===== src/rtl/dmx_pkg.sv =====
package dmx_pkg;

   // Geometry of one bank
   localparam int OFS_W    = 7;
   localparam int PTR_W    = 16;
   localparam int CORE_N   = 12;
   localparam int PERI_N   = 20;
   localparam int GPR_N    = 80;
   localparam int COMMON_N = 16;

   // Region boundaries inside a bank (exclusive ends)
   localparam logic [OFS_W-1:0] CORE_END = 7'h0C;
   localparam logic [OFS_W-1:0] PERI_END = 7'h20;
   localparam logic [OFS_W-1:0] GPR_END  = 7'h70;

   // Core register slots held by this unit
   localparam logic [3:0] IX_P0_LO = 4'd4;
   localparam logic [3:0] IX_P0_HI = 4'd5;
   localparam logic [3:0] IX_P1_LO = 4'd6;
   localparam logic [3:0] IX_P1_HI = 4'd7;
   localparam logic [3:0] IX_BANK  = 4'd8;

   typedef enum logic [2:0] {
      RG_NONE,
      RG_CORE,
      RG_PERI,
      RG_GPR,
      RG_COMMON
   } region_e;

endpackage


===== src/rtl/dmx_decode.sv =====
module dmx_decode
   import dmx_pkg::*;
#(
   parameter int BANK_W    = 5,
   parameter int PER_BANKS = 1,
   parameter int GPR_BANKS = 4
) (
   input  logic [BANK_W+OFS_W-1:0] addr,
   input  logic                    in_range,
   output region_e                 region,
   output logic [OFS_W-1:0]        idx,
   output logic [BANK_W-1:0]       bank
);

   localparam logic [BANK_W:0] PER_LIM = (BANK_W+1)'(PER_BANKS);
   localparam logic [BANK_W:0] GPR_LIM = (BANK_W+1)'(GPR_BANKS);

   logic [OFS_W-1:0] ofs;

   assign bank = addr[BANK_W+OFS_W-1:OFS_W];
   assign ofs  = addr[OFS_W-1:0];

   always_comb begin
      region = RG_NONE;
      idx    = ofs;
      if (in_range) begin
         if (ofs < CORE_END) begin
            region = RG_CORE;
         end else if (ofs < PERI_END) begin
            idx = ofs - CORE_END;
            if ({1'b0, bank} < PER_LIM) region = RG_PERI;
         end else if (ofs < GPR_END) begin
            idx = ofs - PERI_END;
            if ({1'b0, bank} < GPR_LIM) region = RG_GPR;
         end else begin
            idx    = ofs - GPR_END;
            region = RG_COMMON;
         end
      end
   end

endmodule


===== src/rtl/dmx_core_regs.sv =====
module dmx_core_regs
   import dmx_pkg::*;
#(
   parameter int BANK_W = 5
) (
   input  logic              clk,
   input  logic              rst_n,
   input  logic              wr_en,
   input  logic [3:0]        idx,
   input  logic [7:0]        wdata,
   output logic [7:0]        rd_data,
   output logic [BANK_W-1:0] bsr,
   output logic [PTR_W-1:0]  ptr0,
   output logic [PTR_W-1:0]  ptr1
);

   localparam logic [7:0] BANK_MASK = 8'((1 << BANK_W) - 1);

   logic [7:0] reg_q [CORE_N];

   always_ff @(posedge clk or negedge rst_n) begin
      if (!rst_n) begin
         for (int i = 0; i < CORE_N; i++) reg_q[i] <= '0;
      end else if (wr_en && (idx < 4'(CORE_N))) begin
         reg_q[idx] <= (idx == IX_BANK) ? (wdata & BANK_MASK) : wdata;
      end
   end

   assign rd_data = (idx < 4'(CORE_N)) ? reg_q[idx] : 8'h00;
   assign bsr     = reg_q[IX_BANK][BANK_W-1:0];
   assign ptr0    = {reg_q[IX_P0_HI], reg_q[IX_P0_LO]};
   assign ptr1    = {reg_q[IX_P1_HI], reg_q[IX_P1_LO]};

endmodule


===== src/rtl/dmx_store.sv =====
module dmx_store
   import dmx_pkg::*;
#(
   parameter int BANK_W    = 5,
   parameter int PER_BANKS = 1,
   parameter int GPR_BANKS = 4
) (
   input  logic              clk,
   input  logic              wr_en,
   input  region_e           region,
   input  logic [OFS_W-1:0]  idx,
   input  logic [BANK_W-1:0] bank,
   input  logic [7:0]        wdata,
   output logic [7:0]        rd_data
);

   logic [7:0] com_q [COMMON_N];
   logic [7:0] per_rd;
   logic [7:0] gpr_rd;

   always_ff @(posedge clk) begin
      if (wr_en && region == RG_COMMON) com_q[idx[3:0]] <= wdata;
   end

   if (PER_BANKS > 0) begin : g_peri
      localparam int PA_W = $clog2(PER_BANKS * PERI_N);
      logic [7:0]      per_q [PER_BANKS*PERI_N];
      logic [PA_W-1:0] pa;
      assign pa = PA_W'(int'(bank) * PERI_N + int'(idx));
      always_ff @(posedge clk) begin
         if (wr_en && region == RG_PERI) per_q[pa] <= wdata;
      end
      assign per_rd = per_q[pa];
   end else begin : g_no_peri
      assign per_rd = 8'h00;
   end

   if (GPR_BANKS > 0) begin : g_gpr
      localparam int GA_W = $clog2(GPR_BANKS * GPR_N);
      logic [7:0]      gpr_q [GPR_BANKS*GPR_N];
      logic [GA_W-1:0] ga;
      assign ga = GA_W'(int'(bank) * GPR_N + int'(idx));
      always_ff @(posedge clk) begin
         if (wr_en && region == RG_GPR) gpr_q[ga] <= wdata;
      end
      assign gpr_rd = gpr_q[ga];
   end else begin : g_no_gpr
      assign gpr_rd = 8'h00;
   end

   always_comb begin
      case (region)
         RG_PERI:   rd_data = per_rd;
         RG_GPR:    rd_data = gpr_rd;
         RG_COMMON: rd_data = com_q[idx[3:0]];
         default:   rd_data = 8'h00;
      endcase
   end

endmodule


===== src/rtl/dmx_access.sv =====
module dmx_access
   import dmx_pkg::*;
#(
   parameter int BANK_W    = 5,
   parameter int PER_BANKS = 1,
   parameter int GPR_BANKS = 4,
   parameter int PROG_AW   = 10,
   parameter int PROG_DW   = 14,
   parameter int DATA_W    = 8
) (
   input  logic               clk,
   input  logic               rst_n,
   input  logic [OFS_W-1:0]   dir_addr,
   input  logic               dir_rd,
   input  logic               dir_wr,
   input  logic               ind_rd,
   input  logic               ind_wr,
   input  logic               ind_sel,
   input  logic [DATA_W-1:0]  wdata,
   input  logic [PROG_DW-1:0] prog_word,
   output logic [PROG_AW-1:0] prog_addr,
   output logic [DATA_W-1:0]  rdata,
   output logic               stall
);

   localparam int DA_W = BANK_W + OFS_W;

   // Elaboration-time parameter checks
   if (DATA_W != 8) begin : g_chk_dw
      $error("dmx_access: DATA_W must be 8");
   end
   if (DA_W > PTR_W - 1) begin : g_chk_da
      $error("dmx_access: data address does not fit below the program flag");
   end
   if (PROG_AW < 1 || PROG_AW > PTR_W - 1) begin : g_chk_pa
      $error("dmx_access: PROG_AW out of range");
   end
   if (PROG_DW < DATA_W) begin : g_chk_pd
      $error("dmx_access: program word narrower than data");
   end
   if (PER_BANKS > (1 << BANK_W) || GPR_BANKS > (1 << BANK_W)) begin : g_chk_bk
      $error("dmx_access: more implemented banks than addressable");
   end

   logic [BANK_W-1:0]  bsr;
   logic [PTR_W-1:0]   ptr0, ptr1, sel_ptr;
   logic               pm_pend_q;
   logic [PROG_AW-1:0] prog_addr_q;
   logic [DATA_W-1:0]  rdata_q;

   logic               dir_act, ind_act, ind_pm, in_range;
   logic               acc_wr, acc_rd, pm_start;
   logic [DA_W-1:0]    addr;
   region_e            region;
   logic [OFS_W-1:0]   idx;
   logic [BANK_W-1:0]  bank;
   logic [7:0]         core_rd, store_rd, rd_mux;

   assign sel_ptr  = ind_sel ? ptr1 : ptr0;
   assign dir_act  = !pm_pend_q && (dir_rd || dir_wr);
   assign ind_act  = !pm_pend_q && !dir_act && (ind_rd || ind_wr);
   assign ind_pm   = sel_ptr[PTR_W-1];
   assign in_range = dir_act || (sel_ptr[PTR_W-2:DA_W] == '0);
   assign addr     = dir_act ? {bsr, dir_addr} : sel_ptr[DA_W-1:0];
   assign acc_wr   = dir_act ? dir_wr : (ind_act && ind_wr && !ind_pm);
   assign acc_rd   = dir_act ? dir_rd : (ind_act && ind_rd && !ind_pm);
   assign pm_start = ind_act && ind_rd && ind_pm;

   dmx_decode #(
      .BANK_W(BANK_W), .PER_BANKS(PER_BANKS), .GPR_BANKS(GPR_BANKS)
   ) u_decode (
      .addr(addr), .in_range(in_range),
      .region(region), .idx(idx), .bank(bank)
   );

   dmx_core_regs #(.BANK_W(BANK_W)) u_core (
      .clk(clk), .rst_n(rst_n),
      .wr_en(acc_wr && region == RG_CORE),
      .idx(idx[3:0]), .wdata(wdata),
      .rd_data(core_rd), .bsr(bsr), .ptr0(ptr0), .ptr1(ptr1)
   );

   dmx_store #(
      .BANK_W(BANK_W), .PER_BANKS(PER_BANKS), .GPR_BANKS(GPR_BANKS)
   ) u_store (
      .clk(clk),
      .wr_en(acc_wr && region != RG_CORE && region != RG_NONE),
      .region(region), .idx(idx), .bank(bank), .wdata(wdata),
      .rd_data(store_rd)
   );

   always_comb begin
      case (region)
         RG_CORE:                    rd_mux = core_rd;
         RG_PERI, RG_GPR, RG_COMMON: rd_mux = store_rd;
         default:                    rd_mux = 8'h00;
      endcase
   end

   always_ff @(posedge clk or negedge rst_n) begin
      if (!rst_n) begin
         pm_pend_q   <= 1'b0;
         prog_addr_q <= '0;
         rdata_q     <= '0;
      end else begin
         pm_pend_q <= pm_start;
         if (pm_start) prog_addr_q <= sel_ptr[PROG_AW-1:0];
         if (pm_pend_q)   rdata_q <= prog_word[DATA_W-1:0];
         else if (acc_rd) rdata_q <= rd_mux;
      end
   end

   assign prog_addr = prog_addr_q;
   assign rdata     = rdata_q;
   assign stall     = pm_pend_q;

endmodule


===== config.mk =====
export PLATFORM = sky130hd
export DESIGN_NAME = dmx_access
export DESIGN_NICKNAME = d
export VERILOG_FILES = /design/src/rtl/dmx_pkg.sv /design/src/rtl/dmx_decode.sv /design/src/rtl/dmx_core_regs.sv /design/src/rtl/dmx_store.sv /design/src/rtl/dmx_access.sv
export SDC_FILE = /design/constraint.sdc
export NUM_CORES = 2
export LEC_CHECK = 0
export BUFFER_PORTS_ARGS = -buffer_cell sky130_fd_sc_hd__buf_2
export CORE_MARGIN = 5
export CORE_UTILIZATION = 60
export DETAILED_ROUTE_END_ITERATION = 7
export HOLD_SLACK_MARGIN = 0.06
export PLACE_DENSITY = 0.76
export SLEW_MARGIN = 5
export SYNTH_ARGS = -nofsm -noshare
export SYNTH_HDL_FRONTEND = slang
export SYNTH_SLANG_ARGS = --single-unit

===== constraint.sdc =====
create_clock -name clk -period 7.39 [get_ports clk]
set_input_delay 0 -clock clk [delete_from_list [all_inputs] [get_ports clk]]
set_output_delay 0 -clock clk [all_outputs]
set_load 0.02 [all_outputs]

# After elaboration in Yosys (flattened, before gate mapping)
# Memory sizes are Yosys's and may differ from the RTL's.
# Cells that the tools add are included.
word_totals:
  regBits: 115
  latchBits: 0
  ram_bits: 2848
  rom_bits: 0
  in_bits: 36
  wordCells: 98
  memories: 3
op_classes:
  n_addsub: 5
  multipliers: 2
  n_div: 0
  n_lt_le_gt_ge: 8
  eq_ne: 6
  shifts: 0
  n_mux: 32
  bitwise_logic: 1
  reduce_logical: 26
mem_list:
  columns: ["memory", "words", "width", "rd", "rd_ports_with_merged_regs", "write_ports", "line", "text"]
  rows:
  - ["u_store.g_gpr.gpr_q", 320, 8, 1, 0, 1, "dmx_store.sv:40", "logic [7:0] gpr_q [GPR_BANKS*GPR_N];"]
  - ["u_store.g_peri.per_q", 20, 8, 1, 0, 1, "dmx_store.sv:27", "logic [7:0] per_q [PER_BANKS*PERI_N];"]
  - ["u_store.com_q", 16, 8, 1, 0, 1, "dmx_store.sv:17", "logic [7:0] com_q [COMMON_N];"]
ops:
  columns: ["operator", "count"]
  rows:
  - ["96-bit bitwise mux", 1]
  - ["8-bit 2-to-1 mux", 7]
  - ["8-bit binary-select mux with 4-bit select", 1]
  - ["8-bit demux with 4-bit select", 1]
  - ["7-bit 2-to-1 mux", 4]
  - ["8-bit one-hot mux with 3 select lines", 1]
  - ["1-bit logical AND", 16]
  - ["16-bit 2-to-1 mux", 1]
  - ["8-bit one-hot mux with 2 select lines", 1]
  - ["12-bit 2-to-1 mux", 1]
  - ["3-bit 2-to-1 mux", 4]
  - ["5-bit by 1-bit less-than comparator with 1-bit output, second input constant", 2]
  - ["9-bit by 8-bit adder with 9-bit output", 1]
  - ["1-bit 2-to-1 mux", 8]
  - ["7-bit by 4-bit less-than comparator with 1-bit output, second input constant", 1]
  - ["7-bit by 6-bit less-than comparator with 1-bit output, second input constant", 1]
  - ["7-bit less-than comparator, second input constant", 1]
  - ["7-bit by 4-bit subtractor with 7-bit output, second input constant", 1]
  - ["7-bit by 6-bit subtractor with 7-bit output, second input constant", 1]
  - ["7-bit subtractor, second input constant", 1]
  - ["3-bit by 2-bit == test with 1-bit output, second input constant", 2]
  - ["5-bit adder", 1]
  - ["5-bit >= comparator, second input constant", 1]
  - ["5-bit by 3-bit less-than comparator with 1-bit output, second input constant", 1]
  - ["15 further kinds", 20]

# Logic depth before layout (Yosys ltp)
depth:
  word_depth: 16
  mapped_depth: 25
  ltp_nobuf: 21

# Cells and area by module
# Synthesis repeated with hierarchy kept, for this count alone.
unflattened:
  cells_unflattened: 5711
  area_unflattened_um2: 117477.7
by_module_without_submodules:
  columns: ["mod", "n_inst", "cells_each", "area_each_um2"]
  rows:
  - ["dmx_store", 1, 5180, 111010.2]
  - ["dmx_core_regs", 1, 320, 4777.1]
  - ["dmx_access", 1, 162, 1346.3]
  - ["dmx_decode", 1, 49, 344.1]

# Worst setup path after synthesis
# No wires, ideal clock.
synth_path:
  path_kind: "register to register"
  start: "register pm_pend_q, in the netlist stall"
  end: "memory u_store.g_gpr.gpr_q[28][0], enable pin"
  setup_ps: 370
  t_arrival_ps: 5298
  slack_ps: 1722
  path_stages_with_launch: 22
  cell_sequence: "dfrtp_1 > o21bai_4 > buf_6 > clkbuf_1 > nand2_1 > o21ai_1 > ha_1 > clkbuf_1 > nand2b_1 > o311ai_1 > ha_1 > inv_1 > fa_1 > nor2b_1 > o21ai_0 > xnor2_1 > xor2_1 > clkbuf_1 > buf_1 > nand3_1 > clkbuf_1 > nor2_1"
synth_between:
  elab_chain_cells: 15
synth_lines:
  columns: ["item", "line", "text"]
  rows:
  - ["from (decl)", "dmx_access.sv:47", "logic pm_pend_q;"]
  - ["from (signal assigned)", "dmx_access.sv:106", "pm_pend_q <= pm_start;"]
  - ["1-bit logical NOT *", "dmx_access.sv:60, dmx_access.sv:61", null]
  - ["branches (longest 14 deep; another with 9-bit by 8-bit adder with 9-bit output)", null, null]
  - ["to (decl)", "dmx_store.sv:40", null]
# Mark *: on every way between the ends.

# Worst setup path after layout
layout_path:
  start: "register pm_pend_q, in the netlist stall"
  end: "memory u_store.g_gpr.gpr_q[27][0], enable pin"
# Same word-level chain as after synthesis.

==> metrics.sh <==
TIMING.FINAL.HOLD_VIOLATIONS=0
PIN_COUNT_OF_THE_BIGGEST_NET_ENTERING_GLOBAL_ROUTING=182
CRITICALPATHCATEGORY='flip-flop to flip-flop'
NUMCLOCKSINKS=2963
GLOBALROUTEMET2UTIL=0.456
SETUP_REPAIR_AFTER_GLOBAL_ROUTING_MISSED_ITS_MARGIN='yes'
FINALCRITICALPERIOD_NS=7.46
MAX-CAP-VIOLATIONS=0
FP.COREAREA_SQ_UM=195000
VDD_IR_DROP_MAX_V=0.000269
CLK_PIN_SLEW_NS=0.06
MAPPEDNETLISTAREA_SQ_UM=118000
ROWS=162
BUFFER_PORTS.INSERTED=48
TIMING.CRITICAL_PATH.SLOWEST_CELL_DELAY_NS=1.09
GRT_BUSIEST_LAYER='met2'
SEQ_POWER_SHARE=0.477
INITIAL_UTILIZATION=0.603
REMAINING_GLOBAL_ROUTE_OVERFLOW=0
FIN_WORST_SKEW_NS=0.0608
SEQCELLAREA_SQ_UM=88400
LEAKAGE_uW=0.0417
GLOBAL_ROUTE.USAGE.MET3=0.0941
PLACEDCELLCOUNT=8496
CTSLONGESTPATHBUFFERS=4
POST-ROUTE-PERIOD-UTIL=1.01
WORST-ENDPOINT-REQUIRED_NS=7.92
HOLD_PATH_CLASS='primary input to flip-flop'
CLOCK_LATENCY_NS=0.94
DIEAREA_SQ_UM=205000
DETAIL_ROUTE.FIRST_PASS.ITERATIONS=8
POWER_DENSITY_nW_PER_UM2=301
FINALHOLDWORSTSLACK_NS=0.120
SYNTH.AVG_CELL_AREA_SQ_UM=19.3
YOSYS.CELL_TYPES.COUNT=87
VIOLATIONS='setup timing'
SYNTHCELLS=6097
GRT.MET1_USAGE=0.418
POST_SYNTHESIS_REGISTER_BIT_COUNT=2963
NETSWITCHINGPOWER_uW=10200
SYNTH-ASYNC-RESET-RATIO=0.0388
SLEW_HEADROOM=0.134
GRT_FIRST_PASS_WIRELENGTH_UM=452000
DETAIL_ROUTE.ITER0.VIOLATIONS=10052
SYNTH_TOP_FLOP_CELL='edfxtp_1'
POWER_FRAC_CLOCK=0.378
INTPOWER_uW=29100
PLACE.DETAILED.HPWL_UM=178000
VIAS=63540
TIMING.CRITICAL_PATH.TO_TYPE='flip-flop'
SYN2LAYOUT_AREA_GROWTH_PCT=10.9
CTS_MAX_LEVEL=5
NETLIST.TOP_CELL.BY_AREA='edfxtp_1'
SHARE_COMB_OF_TOTAL_POWER=0.145
POWER_SWITCHING_SHARE=0.260
SYNTH_ENABLE_FLOP_CELLS=2848
DETAIL_ROUTE.WL_PER_CELL_UM=34.6
SLEW_VIOL_FINAL=0
FIN_WS_NS=-0.0737
VIA_PER_INST=7.00
TIGHTEST_SLEW_NS=1.27
FINAL-INSTANCE-COUNT-EXCL-FILL=9075
CTS_ROOT_BUF='clkbuf_16'
CRITPATHSLOWESTCELL='nor2_1'
CRITPATHLAUNCHTYPE='flip-flop'
POST_ROUTE_CELLS_DRIVE_ABOVE_1_SHARE=0.219
DESIGN.PORTCOUNT=55
ANTENNA_VIOLATIONS_BEFORE_REPAIR=9
DIE_WIDTH_UM=453
SYNTHESIS.YOSYS.WARNINGS=0
POSTSYNTHNETCOUNT=6146
CRIT_CHAIN='o21bai_4 -> o21ai_1 -> ha_1 -> nand2b_1 -> o311ai_1 -> ha_1 -> inv_1 -> fa_2 -> inv_2 -> nor2_1 -> nand3_1 -> nor2_1'
DIE_HEIGHT_UM=453
FIRST_GLOBAL_VIAS=62877
SETUP_VIOLATIONS=8
FILLCELLCOUNT=12032
ANTENNA_LEFT=0
GLOBALROUTETOTALUTIL=0.307
DETAIL_ROUTE.DRC_VIOLATIONS=0
STATUS='finished with violations'
CTS_INSERTED_BUFFERS=311
YOSYS_TOP_CELL_AREA_SHARE=0.726
LAYOUT.CORE_UTILIZATION=0.669
TIMING.CRITICAL_PATH.FANOUT_MAX=23
FINAL_NETS=6275
YS_TOP_CELLS_BY_AREA='edfxtp_1 (73%), mux4_2 (13%), dfrtp_1 (2.4%)'
FMAXACHIEVABLE_MHz=134
YS_SEQ_AREA_FRAC=0.751
ROUTABILITYCONGESTION=0.939
WL_UM=314000
AREA_OF_THE_MULTI_INPUT_GATES_SQ_UM=27300
CLOCK_TREE_FROM_TRITONCTS='done'
WORST-ENDPOINT-ARRIVAL_NS=7.99
-- area by class of cell --
| class | instances | share of cell area |
|---|---|---|
| Sequential cell | 2963 | 0.677 |
| Inverter | 17 | 0.000565 |
| Antenna cell | 12 | 0.000230 |
| Clock inverter | 154 | 0.0104 |
| Timing Repair Buffer | 222 | 0.0155 |
| Tap cell | 2624 | 0.0251 |
| Multi-Input combinational cell | 2711 | 0.209 |
| Clock buffer | 372 | 0.0626 |
-- cells by family after synthesis --
logic type	Yosys count	share of synthesized area
mux	882	0.148
buf+inv	423	0.0197
compound gates	696	0.0397
fa+ha+maj	13	0.00151
simple gates	1106	0.0395
flops	2963	0.751
xor+xnor	14	0.00104
-- cells in the mapped netlist (7+ instances only) --
master	n
clkbuf_1	136
a32oi_1	14
o21bai_1	12
a221oi_1	54
a211oi_1	61
a311o_1	8
nand2_1	477
and3_1	53
ha_1	11
a21boi_0	7
a2111oi_0	13
a21oi_1	243
a221o_1	23
a211o_1	14
a31oi_1	22
nand4_1	17
nor3_1	28
mux4_2	671
buf_2	151
a311oi_1	10
inv_1	14
a32o_1	8
o22ai_1	16
mux2_2	87
nand2b_1	13
nor2_1	407
dfrtp_1	115
nand3_1	62
o211ai_1	7
edfxtp_1	2848
xnor2_1	8
buf_6	31
a22oi_1	35
mux2i_1	116
buf_4	72
o221ai_1	8
buf_1	12
o21ai_0	83
nor4_1	11
-- worst paths after layout --
path	from	to	depth (start not counted)	slack (ns)
worst max-delay path	stall	u_store.g_gpr.gpr_q[27][0]	12	-0.07
worst max register to register	stall	u_store.g_gpr.gpr_q[27][0]	12	-0.07
min in group asynchronous	rst_n	u_core.reg_q[15]	4	0.19
max in group asynchronous	rst_n	rdata[2]	4	6.30
worst min-delay path	wdata[6]	u_store.g_gpr.gpr_q[237][6]	2	0.12
worst min register to register	u_core.reg_q[5]	u_core.reg_q[5]	2	0.48
-- layout by cell type, fill, tap and decap left out, types with 9 or more instances in the layout --
cell / Yosys / final
nor3_1: 28 / 28
o21ai_0: 83 / 82
nand3_1: 62 / 61
ha_1: 11 / 11
a32oi_1: 14 / 14
clkinv_2: 0 / 55
clkbuf_1: 136 / 50
a211o_1: 14 / 14
bufinv_16: 0 / 24
nand2_1: 477 / 462
nand2b_1: 13 / 13
a2111oi_0: 13 / 12
and3_1: 53 / 53
nand2_2: 1 / 15
dlygate4sd3_1: 0 / 37
a31oi_1: 22 / 22
dfrtp_1: 115 / 115
mux2_2: 87 / 85
a211oi_1: 61 / 60
a21oi_1: 243 / 242
clkinv_1: 1 / 61
inv_1: 14 / 13
buf_4: 72 / 113
a311oi_1: 10 / 9
o22ai_1: 16 / 16
buf_12: 0 / 23
nor2_1: 407 / 402
a22oi_1: 35 / 35
mux2i_1: 116 / 115
diode_2: 0 / 12
nor4_1: 11 / 11
clkbuf_16: 0 / 316
edfxtp_1: 2848 / 2848
buf_2: 151 / 39
a221oi_1: 54 / 54
mux4_2: 671 / 671
nand4_1: 17 / 17
o21bai_1: 12 / 12
a221o_1: 23 / 23
-- registers in the layout, indices dropped and copies added, names as in the netlist --
register and count:
u_store.g_gpr.gpr_q 2560, u_store.com_q 128, u_core.ptr1 16, u_store.g_peri.per_q 160, prog_addr 10, u_core.bsr 5, stall 1, u_core.reg_q 59
rdata 8, u_core.ptr0 16
-- layer usage --
metal / up-vias / share of wire
met1: 32633 / 0.35
li1: 25104 / -
met3: 933 / 0.13
met5: - / 0.000041
met4: 2 / 0.061
met2: 4868 / 0.46
-- per-stage QoR --
stage                     area (sq um)  setup TNS, ns  worst slack (ns)  power [uW]
after global placement          121000              0             0.556       24400
after global routing            131000          -6.06            -0.104       40200
after detailed placement        121000              0             0.380       24500
final                           131000         -0.403           -0.0737       39300
after floorplan                 118000              0              1.72       22100
after CTS                       131000              0            0.0272       39100
-- worst max-delay path: cells and delay by family (launching register included) --
kind | cells | cell delay, ns
AOI/OAI and AO/OA | 3 | 1.44
DFF | 1 | 0.38
adders and majority gates | 3 | 1.78
and+or+nand+nor | 4 | 2.87
buffers and inverters | 2 | 0.56
-- power groups by stage --
stage	Clock, uW	Sequential, uW	Combinational [uW]
after floorplan	0	19000	3090
after global placement	0	19100	5310
after detailed placement	0	19100	5390
after CTS	14900	18700	5480
after global routing	15700	18700	5810
final	14900	18700	5690
-- what timing repair did --
| item | CTS | global route |
|---|---|---|
| hold buffers | 38 | 0 |
| hold endpoints to repair | 1183 | 0 |
| setup endpoints to repair | 0 | 68 |
| gates resized for setup | 0 | 6 |
| setup buffers | 0 | 2 |
(Power assumes the default switching activity.)
